--- config.mk ---
export PLATFORM = sky130hd
export DESIGN_NAME = shm_doorbell_regs
export DESIGN_NICKNAME = d
export VERILOG_FILES = /design/src/rtl/shm_db_pkg.sv /design/src/rtl/shm_db_decode.sv /design/src/rtl/shm_db_ring_check.sv /design/src/rtl/shm_doorbell_regs.sv
export SDC_FILE = /design/constraint.sdc
export NUM_CORES = 1
export LEC_CHECK = 0
export BUFFER_PORTS_ARGS = -buffer_cell sky130_fd_sc_hd__buf_2
export CORE_UTILIZATION = 23
export CTS_BUF_LIST = sky130_fd_sc_hd__clkbuf_2
export CTS_CLUSTER_DIAMETER = 60
export CTS_CLUSTER_SIZE = 40
export DETAILED_ROUTE_END_ITERATION = 16
export SYNTH_ARGS = -nofsm -noshare
export SYNTH_HDL_FRONTEND = slang
export SYNTH_SLANG_ARGS = --single-unit
export TNS_END_PERCENT = 5
--- constraint.sdc ---
create_clock -name clk -period 4 [get_ports clk]
set_input_delay 0.4 -clock clk [delete_from_list [all_inputs] [get_ports clk]]
set_output_delay 0.4 -clock clk [all_outputs]
set_load 0.02 [all_outputs]
--- src/rtl/shm_db_pkg.sv ---
package shm_db_pkg;
    localparam int DW       = 32;
    localparam int AW       = 8;
    localparam int PEER_W   = 16;
    localparam int VEC_W    = 8;
    localparam int PCNT_W   = PEER_W + 1;

    localparam logic [AW-1:0] OFS_MASK = 8'h00;
    localparam logic [AW-1:0] OFS_STAT = 8'h04;
    localparam logic [AW-1:0] OFS_POS  = 8'h08;
    localparam logic [AW-1:0] OFS_RING = 8'h0C;
    localparam logic [AW-1:0] WR_ALIGN = 8'hFC;

    typedef enum logic [2:0] {
        SEL_MASK,
        SEL_STAT,
        SEL_POS,
        SEL_RING,
        SEL_NONE
    } reg_sel_e;

    typedef struct packed {
        logic [DW-1:0]     mask;
        logic [DW-1:0]     stat;
        logic              rsp_v;
        logic [DW-1:0]     rdata;
        logic              ring_v;
        logic [PEER_W-1:0] ring_peer;
        logic [VEC_W-1:0]  ring_vec;
    } db_state_t;
endpackage

--- src/rtl/shm_db_decode.sv ---
module shm_db_decode
    import shm_db_pkg::*;
#(
    parameter bit ALIGN = 1'b1
) (
    input  logic [AW-1:0] addr,
    output reg_sel_e      sel
);
    logic [AW-1:0] eff;

    generate
        if (ALIGN) begin : g_align
            assign eff = addr & WR_ALIGN;
        end else begin : g_exact
            assign eff = addr;
        end
    endgenerate

    always_comb begin
        case (eff)
            OFS_MASK: sel = SEL_MASK;
            OFS_STAT: sel = SEL_STAT;
            OFS_POS:  sel = SEL_POS;
            OFS_RING: sel = SEL_RING;
            default:  sel = SEL_NONE;
        endcase
    end
endmodule

--- src/rtl/shm_db_ring_check.sv ---
module shm_db_ring_check
    import shm_db_pkg::*;
#(
    parameter int MAX_PEERS = 4
) (
    input  logic [PEER_W-1:0]          dest,
    input  logic [VEC_W-1:0]           vec,
    input  logic [PCNT_W-1:0]          peer_count,
    input  logic [MAX_PEERS*VEC_W-1:0] peer_vec_cnt,
    output logic                       ok
);
    localparam int TBL_W = $clog2(MAX_PEERS + 1) + 1;

    logic [VEC_W-1:0] lim;
    logic             in_tbl;

    always_comb begin
        lim = '0;
        for (int i = 0; i < MAX_PEERS; i++) begin
            if (dest == PEER_W'(i)) lim = peer_vec_cnt[i*VEC_W +: VEC_W];
        end
        in_tbl = ({1'b0, dest} < PCNT_W'(MAX_PEERS));
        ok = in_tbl && ({1'b0, dest} < peer_count) && (vec < lim);
    end

    logic [TBL_W-1:0] unused_tbl;
    assign unused_tbl = TBL_W'(0);
endmodule

--- src/rtl/shm_doorbell_regs.sv ---
module shm_doorbell_regs
    import shm_db_pkg::*;
#(
    parameter int MAX_PEERS = 4
) (
    input  logic                       clk,
    input  logic                       rst_n,
    input  logic                       req_valid,
    output logic                       req_ready,
    input  logic                       req_write,
    input  logic [AW-1:0]              req_addr,
    input  logic [DW-1:0]              req_wdata,
    output logic                       rsp_valid,
    output logic [DW-1:0]              rsp_rdata,
    input  logic [DW-1:0]              evt_bits,
    input  logic [PCNT_W-1:0]          peer_count,
    input  logic [MAX_PEERS*VEC_W-1:0] peer_vec_cnt,
    input  logic [PEER_W-1:0]          own_id,
    input  logic                       mem_mapped,
    output logic                       irq,
    output logic                       ring_valid,
    output logic [PEER_W-1:0]          ring_peer,
    output logic [VEC_W-1:0]           ring_vec
);
    db_state_t st_d, st_q;
    reg_sel_e  wr_sel, rd_sel;
    logic      ring_ok;
    logic      do_wr, do_rd;
    logic [DW-1:0] stat_base;

    shm_db_decode #(.ALIGN(1'b1)) u_wr_dec (.addr(req_addr), .sel(wr_sel));
    shm_db_decode #(.ALIGN(1'b0)) u_rd_dec (.addr(req_addr), .sel(rd_sel));

    shm_db_ring_check #(.MAX_PEERS(MAX_PEERS)) u_ring_chk (
        .dest        (req_wdata[DW-1:DW-PEER_W]),
        .vec         (req_wdata[VEC_W-1:0]),
        .peer_count  (peer_count),
        .peer_vec_cnt(peer_vec_cnt),
        .ok          (ring_ok)
    );

    assign req_ready = 1'b1;
    assign do_wr = req_valid && req_write;
    assign do_rd = req_valid && !req_write;

    always_comb begin
        st_d        = st_q;
        st_d.rsp_v  = 1'b0;
        st_d.rdata  = '0;
        st_d.ring_v = 1'b0;
        stat_base   = st_q.stat;

        if (do_wr) begin
            case (wr_sel)
                SEL_MASK: st_d.mask = req_wdata;
                SEL_STAT: stat_base = req_wdata;
                SEL_RING: begin
                    if (ring_ok) begin
                        st_d.ring_v    = 1'b1;
                        st_d.ring_peer = req_wdata[DW-1:DW-PEER_W];
                        st_d.ring_vec  = req_wdata[VEC_W-1:0];
                    end
                end
                default: ;
            endcase
        end

        if (do_rd) begin
            st_d.rsp_v = 1'b1;
            case (rd_sel)
                SEL_MASK: st_d.rdata = st_q.mask;
                SEL_STAT: begin
                    st_d.rdata = st_q.stat;
                    stat_base  = '0;
                end
                SEL_POS:  st_d.rdata = mem_mapped ? {{(DW-PEER_W){1'b0}}, own_id} : '1;
                default:  st_d.rdata = '0;
            endcase
        end

        st_d.stat = stat_base | evt_bits;
    end

    always_ff @(posedge clk) begin
        if (!rst_n) begin
            st_q <= '0;
        end else begin
            st_q <= st_d;
        end
    end

    assign irq        = |(st_q.stat & st_q.mask);
    assign rsp_valid  = st_q.rsp_v;
    assign rsp_rdata  = st_q.rdata;
    assign ring_valid = st_q.ring_v;
    assign ring_peer  = st_q.ring_peer;
    assign ring_vec   = st_q.ring_vec;
endmodule

==> results of run 1 <==
==> cell usage after synthesis (2+ instances only) <==
cell type    n
nor2b_1      3
a222oi_1    16
a22o_1       2
buf_4       57
a22oi_1     28
nand4_1      5
and3_1      15
clkbuf_1    26
dfxtp_1    122
and4_1       3
nand3_1     12
ha_1        22
nand2b_1    18
inv_1       16
nor2_1      23
or3_1        3
a21oi_2     10
buf_6        5
or4_1        2
nor3_1       2
buf_2       13
nor4_1       2
a21oi_1     85
a221oi_1     2
mux4_2       8
o21ai_0     13
nand2_1    144
o21a_1      33
==> worst register-to-register path, stage by stage (launching register included) <==
cell and delay, ps:
dfxtp_1 460, nand2_1 100, a21oi_2 150, o21a_1 120, dlygate4sd3_1 550
==> kinds of logic after synthesis <==
family | Yosys count | share of synthesized area
AO/OA/AOI/OAI | 197 | 0.2157
adder cells (fa/ha/maj) | 22 | 0.04546
buffers and inverters | 119 | 0.1180
flip-flops | 122 | 0.4034
multiplexers | 8 | 0.02976
other | 1 | 0.0006194
AND/OR/NAND/NOR | 240 | 0.1870
==> through the flow <==
stage	hold slack [ps]	instance area [um2]	utilization	worst slack, ps	instances
4_1_cts	10.32	7943	0.3065	566.7	1262
3_5_place_dp	465.3	6938	0.2678	295.5	1155
5_1_grt	49.54	7948	0.3067	333.6	1264
3_3_place_gp	459.2	6938	0.2678	481.0	1155
6_report	66.28	7950	0.3068	500.6	1265
2_1_floorplan	448.6	6055	-	957.5	709
==> area by class of cell <==
cell class | count | area (um2) | area share
timing repair buffer | 288 | 1849 | 0.2326
antenna | 3 | 7.507 | 0.0009443
tap | 335 | 419.2 | 0.05272
multi-input combinational | 468 | 2914 | 0.3665
sequential | 122 | 2442 | 0.3072
clock buffer | 18 | 90.09 | 0.01133
clock inverter | 14 | 163.9 | 0.02062
inverter | 17 | 63.81 | 0.008026
==> timing repair <==
action | 4_1_cts | 5_1_grt
hold endpoints to repair | 81 | 0
buffers inserted | 0 | 0
hold buffers | 75 | 0
==> routing by layer <==
layer,global-route usage,wire length (um),up-vias
met5,0,0,-
met4,0.05640,361,0
met3,0.03106,1700,35
met2,0.2792,10810,302
met1,0.2181,9867,2745
li1,-,-,2855
==> power by group <==
part           total, W  internal (W)  switching, W
Combinational  0.000305      0.000166      0.000139
Clock          0.000854      0.000306      0.000549
Sequential      0.00127       0.00124     0.0000259
==> sequential cells by signal (all words and copies together) (netlist names) <==
signal      flops
rsp_rdata      32
ring_vec        8
ring_valid      1
rsp_valid       1
ring_peer      16
st_q           64
==> final timing paths <==
kind	from	endpoint	slack, ps	depth (start not counted)
worst max-delay path	req_wdata[18]	ring_peer[9]	500	11
worst min-delay path	own_id[2]	rsp_rdata[2]	70	4
worst max register to register	st_q[89]	st_q[89]	2610	4
worst min register to register	st_q[109]	st_q[109]	490	2
==> results.ini, run 1 <==
[logic_synthesis]
avgSynthCellArea_um2 = 8.540
synth_top_area_frac = 0.4034
ys_seq_elements = 122
yosysWarnings = 0
yosys.area.top_type = dfxtp_1
ys.flop_type = dfxtp_1
ys_types = 47
synth_nets = 873
synth-edff-count = 0
netlist_top_cells_area = dfxtp_1 (40%), nand2_1 (8.9%), buf_4 (7.1%)
synthArstFlopShare = 0
syn_inst = 709
ys_seq_area_frac = 0.4034
synth_area_um2 = 6055

[critical_path]
crit_path_start_kind = primary input
required_ps = 4630
crit_path_max_incr_delay_ps = 560
worst_path_max_delay_cell = or4_1
crit_buf_inv = 2
critPathTopFamily = simple AND/OR/NAND/NOR gates
crit_arrival_ps = 4130
end_kind = register
critical_path_class = primary input to register
cp_common_cell = nand2_1
cp_cell_sequence = dlygate4sd3_1 > buf_2 > or4_1 > nor4_4 > nand2_1 > ha_1 > a2111oi_0 > o211a_1 > and4_1 > nand2_1 > and3_1
path_max_fanout = 15

[placed_design]
globalplace.congestion = 0.8325
port_buffers = 200
hpwl_mm = 16.54

[sta]
rsz0062_at_grt = false
worst_pin_slew_ps = 758.1
skew_ps = 56.01
max_freq_ghz = 0.2858
fin_setup_tns_ps = 0
slew_headroom = 0.4941
post-route-period-util = 0.8749
slew_violations = 0
hold_violations = 0
finalSetupViolCount = 0
final.min_clock_period_ps = 3499

[layout]
fin_nets = 1078
final_cell_mix = buf_2 (200), nand2_1 (144), dfxtp_1 (122)
mostFrequentLayoutCell = buf_2
fill_cells = 2820
drive_above_1_share = 0.2934
area_growth_pct = 31.31

[global_route]
first_global_vias = 5699
antenna_found_initial = 2
grt.overflow.total = 0
grt_pass1_wl_mm = 33.24
grt_use_total = 0.1684
grt_start_max_net_pins = 48

[floorplanning]
core_um2 = 25910
die_area_um2 = 26980
start_util = 0.2337
die_w_um = 164.2
die_h_um = 164.2
ios = 202
std_cell_rows = 59

[route]
vias = 5937
wl_mm = 22.74
first_pass_iters = 13
wl_per_cell_um = 17.98
vias_per_cell = 4.693
drc_errors = 4
drt_iter0_drc = 507
antenna_left = 0

[power_and_ir_drop]
leakagePower_nw = 3.346
ir_worst_vdd_mv = 0.1519
power_density_nw_per_um2 = 305.4
total_power_w = 0.002428

[clock_network]
tritoncts.num_buffers = 17
clock-sinks = 122
root_buffer = clkbuf_2
clkTransAtPathRegs_ps = 190
clk_latency_ps = 740
clock_path_buffers = 2
htreeDepth = 4
cts_resized = 0
tritoncts = built

[status]
violations = design-rule violations
outcome = finished, violations left

[job]
maxCapViolations = 0

[worst_hold_path]
hold_class = primary input to register

No activity file was read; power rests on OpenSTA's default activity.
==> inputs of run 2 (changes only) <==
--- a/config.mk
+++ b/config.mk
@@ -5,6 +5,7 @@
 export SDC_FILE = /design/constraint.sdc
 export NUM_CORES = 1
 export LEC_CHECK = 0
+export ABC_AREA = 1
 export BUFFER_PORTS_ARGS = -buffer_cell sky130_fd_sc_hd__buf_2
 export CORE_UTILIZATION = 23
 export CTS_BUF_LIST = sky130_fd_sc_hd__clkbuf_2
==> run 2 against run 1 <==
Compared with the run above: the run now ends clean; sequential share of layout area decreased by 1.8 points; synthesized cell count is 27% higher; via count is 9.5% higher; clock-buffer cell count rose by 1; first-iteration DRC count shrank 16%; global-route usage decreased by 1.2 points; utilization down 0.42 points; total power is 4.9% lower; highest routed layer unchanged.
==> results.ini, run 2 <==
[status]
outcome = finished clean

[route]
wl_per_cell_um = 15.13  ; -16%
vias = 6499  ; +9.5%
wl_mm = 22.62  ; -0.53%
drt_iter0_drc = 426  ; -16%
antenna_left = 0  ; unchanged
vias_per_cell = 4.347  ; -7.4%
drc_errors = 0  ; -4
first_pass_iters = 6  ; -7

[logic_synthesis]
synth_nets = 1067  ; +22%
yosysMostFrequentCell = inv_1
syn_inst = 903  ; +27%
yosys.area.top_type = dfxtp_1
ys_top_cells_by_count = inv_1 (160), dfxtp_1 (122), o21ai_0 (99), nand2_1 (96), a21oi_1 (89)
ys_types = 39  ; -17%
synthArstFlopShare = 0  ; unchanged
yosysWarnings = 0  ; unchanged
ys_seq_area_frac = 0.3718  ; -0.03158
avgSynthCellArea_um2 = 7.274  ; -15%
synth_top_area_frac = 0.3718  ; -0.03158
ys.flop_type = dfxtp_1
synth-edff-count = 0  ; unchanged
synth_area_um2 = 6569  ; +8.5%
netlist_top_cells_area = dfxtp_1 (37%), inv_1 (9.1%), o21ai_0 (7.5%)
ys_seq_elements = 122  ; unchanged

[power_and_ir_drop]
pwr-share-seq = 0.542  ; +0.020
combPwrFrac = 0.135  ; +0.009
power_density_nw_per_um2 = 273.1  ; -11%
power_switching_w = 0.0006397  ; -10%
swShare = 0.2770  ; -0.01676
ir_worst_vdd_mv = 0.1448  ; -4.7%
leakagePower_nw = 4.310  ; +29%
internal_power_w = 0.001669  ; -2.6%
p_clk_frac = 0.323  ; -0.029

[sta]
setup_slack_ps = 438.7  ; -61.82 ps
rsz0062_at_grt = false
timing.hold.ws_ps = 130.4  ; +64.14 ps
max_freq_ghz = 0.2808  ; -1.7%
slew_violations = 0  ; unchanged
worst_pin_slew_ps = 1181  ; +423.2 ps
slew_headroom = 0.2116  ; -0.2824
hold_violations = 0  ; unchanged
post-route-period-util = 0.8903  ; +0.01545
fin_setup_tns_ps = 0  ; unchanged
skew_ps = 35.09  ; -20.92 ps
final.min_clock_period_ps = 3561  ; +61.82 ps
finalSetupViolCount = 0  ; unchanged

[layout]
mostFrequentLayoutCell = buf_2
finalNonFillerCells = 1495  ; +18%
regMostFlops = st_q
area_growth_pct = 28.70
final_cell_mix = buf_2 (200), inv_1 (160), dfxtp_1 (122)
stdcell_area_um2 = 8454  ; +6.3%
largest_reg_flops = 64  ; unchanged
multiInputGateArea_um2 = 2873  ; -1.4%
fill_cells = 3084  ; +9.4%
seqCellArea_um2 = 2442  ; unchanged
fin_nets = 1269  ; +18%
drive_above_1_share = 0.2366  ; -0.05686

[global_route]
grt_start_max_net_pins = 89  ; +85%
antenna_found_initial = 1  ; -1
grt.overflow.total = 0  ; unchanged
grt_pass1_wl_mm = 34.38  ; +3.4%
first_global_vias = 6284  ; +10%
grt_use_total = 0.1561  ; -0.01226

[placed_design]
port_buffers = 200  ; unchanged
dpl_worst_slack_ps = 328.5  ; +33.00 ps
hpwl_mm = 16.84  ; +1.8%
dpl.cell_count = 1387  ; +20%
globalplace.congestion = 0.8634  ; +3.7%
dpl_cell_area_um2 = 7480  ; +7.8%

[critical_path]
required_ps = 4570  ; -60 ps
crit_path_start_kind = primary input
critical_path_class = primary input to register
end_kind = register
crit_buf_inv = 4  ; +2
worst_path_max_delay_cell = dlygate4sd3_1
cp_common_cell = nand3_1
path_max_fanout = 16  ; +1
cp_cell_sequence = dlygate4sd3_1 > buf_2 > nor2_1 > nand2_1 > nor2_4 > inv_1 > nor2_2 > nand3_1 > nand3_1 > nand3_1 > a22oi_1 > ha_1 > a21oi_1 > nand3_1 > nor3_1 > nand2_1 > nor2_2 > buf_4 > nand3_1 > nand2_1 > nor2_1
critPathTopFamily = simple AND/OR/NAND/NOR gates
crit_arrival_ps = 4130  ; about the same
crit_path_max_incr_delay_ps = 540  ; -20 ps

[clock_network]
root_buffer = clkbuf_2
clock_path_buffers = 2  ; unchanged
tritoncts = built
tritoncts.num_buffers = 17  ; unchanged
clkTransAtPathRegs_ps = 160  ; -30 ps
cts_setup_buffers = 0  ; unchanged
clock-sinks = 122  ; unchanged
htreeDepth = 4  ; unchanged
clk_latency_ps = 670  ; -70 ps

[floorplanning]
die_w_um = 171.0  ; +4.1%
die_area_um2 = 29240  ; +8.4%
core_um2 = 27930  ; +7.8%
die_h_um = 171.0  ; +4.1%
ios = 202  ; unchanged
std_cell_rows = 61  ; +3.4%
start_util = 0.2352  ; +0.001485

[job]
maxCapViolations = 0  ; unchanged

[worst_hold_path]
hold_class = primary input to register

[run 2: power by group through the flow]
stage               sequential [W]  clock [W]  combinational (W)
finish                     0.00125   0.000746           0.000311
global route               0.00126   0.000842           0.000348
CTS                        0.00125   0.000796           0.000313
detailed placement         0.00128          0           0.000253
global placement           0.00128          0           0.000250
floorplan                  0.00127          0           0.000123
[run 2: what timing repair did]
action / 4_1_cts / 5_1_grt
endpoints found under the hold margin: 76 / 0
hold buffers: 77 / 0
resized for setup: 0 / 0
[run 2: cell type report]
class	count	area share
Multi-Input combinational cell	512	0.3398
Timing Repair Buffer	286	0.2176
Sequential cell	122	0.2889
Antenna cell	1	0.0002960
Clock inverter	11	0.01258
Clock buffer	19	0.01125
Tap cell	378	0.05594
Inverter	166	0.07370
[run 2: tightest hold or removal path, stage by stage]
cell and delay (ps):
buf_2 80, o21ai_0 60, o211ai_1 70, nand2_1 60, inv_1 70
[run 2: through the flow]
stage / utilization / power (W)
floorplan: - / 0.001398
global placement: 0.2678 / 0.001526
detailed placement: 0.2678 / 0.001529
CTS: 0.3026 / 0.002361
global route: 0.3027 / 0.002445
finish: 0.3027 / 0.002309
[run 2: cells by family (layout without fill, tap and decap cells)]
logic type | Yosys count | in the layout | synth area share
and+or+nand+nor | 227 | 227 | 0.1617
DFF | 122 | 122 | 0.3718
buffers and inverters | 269 | 482 | 0.1937
other | 1 | 2 | 0.0005709
AOI/OAI and AO/OA | 262 | 262 | 0.2303
adders and majority gates | 22 | 22 | 0.04190
[run 2: worst paths after layout]
path | cells past startpoint | slack, ps | to | from
max | 21 | 440 | ring_vec[0] | req_wdata[31]
min reg2reg | 2 | 460 | ring_peer[10] | ring_peer[10]
min | 5 | 130 | rsp_rdata[5] | own_id[5]
max reg2reg | 4 | 3110 | rsp_rdata[24] | st_q[114]
[run 2: metal layers]
| layer | global-route usage | routed length (um) |
|---|---|---|
| met3 | 0.03817 | 1369 |
| met2 | 0.2464 | 10110 |
| met1 | 0.2092 | 10760 |
| met5 | 0 | 0 |
| met4 | 0.04503 | 379 |
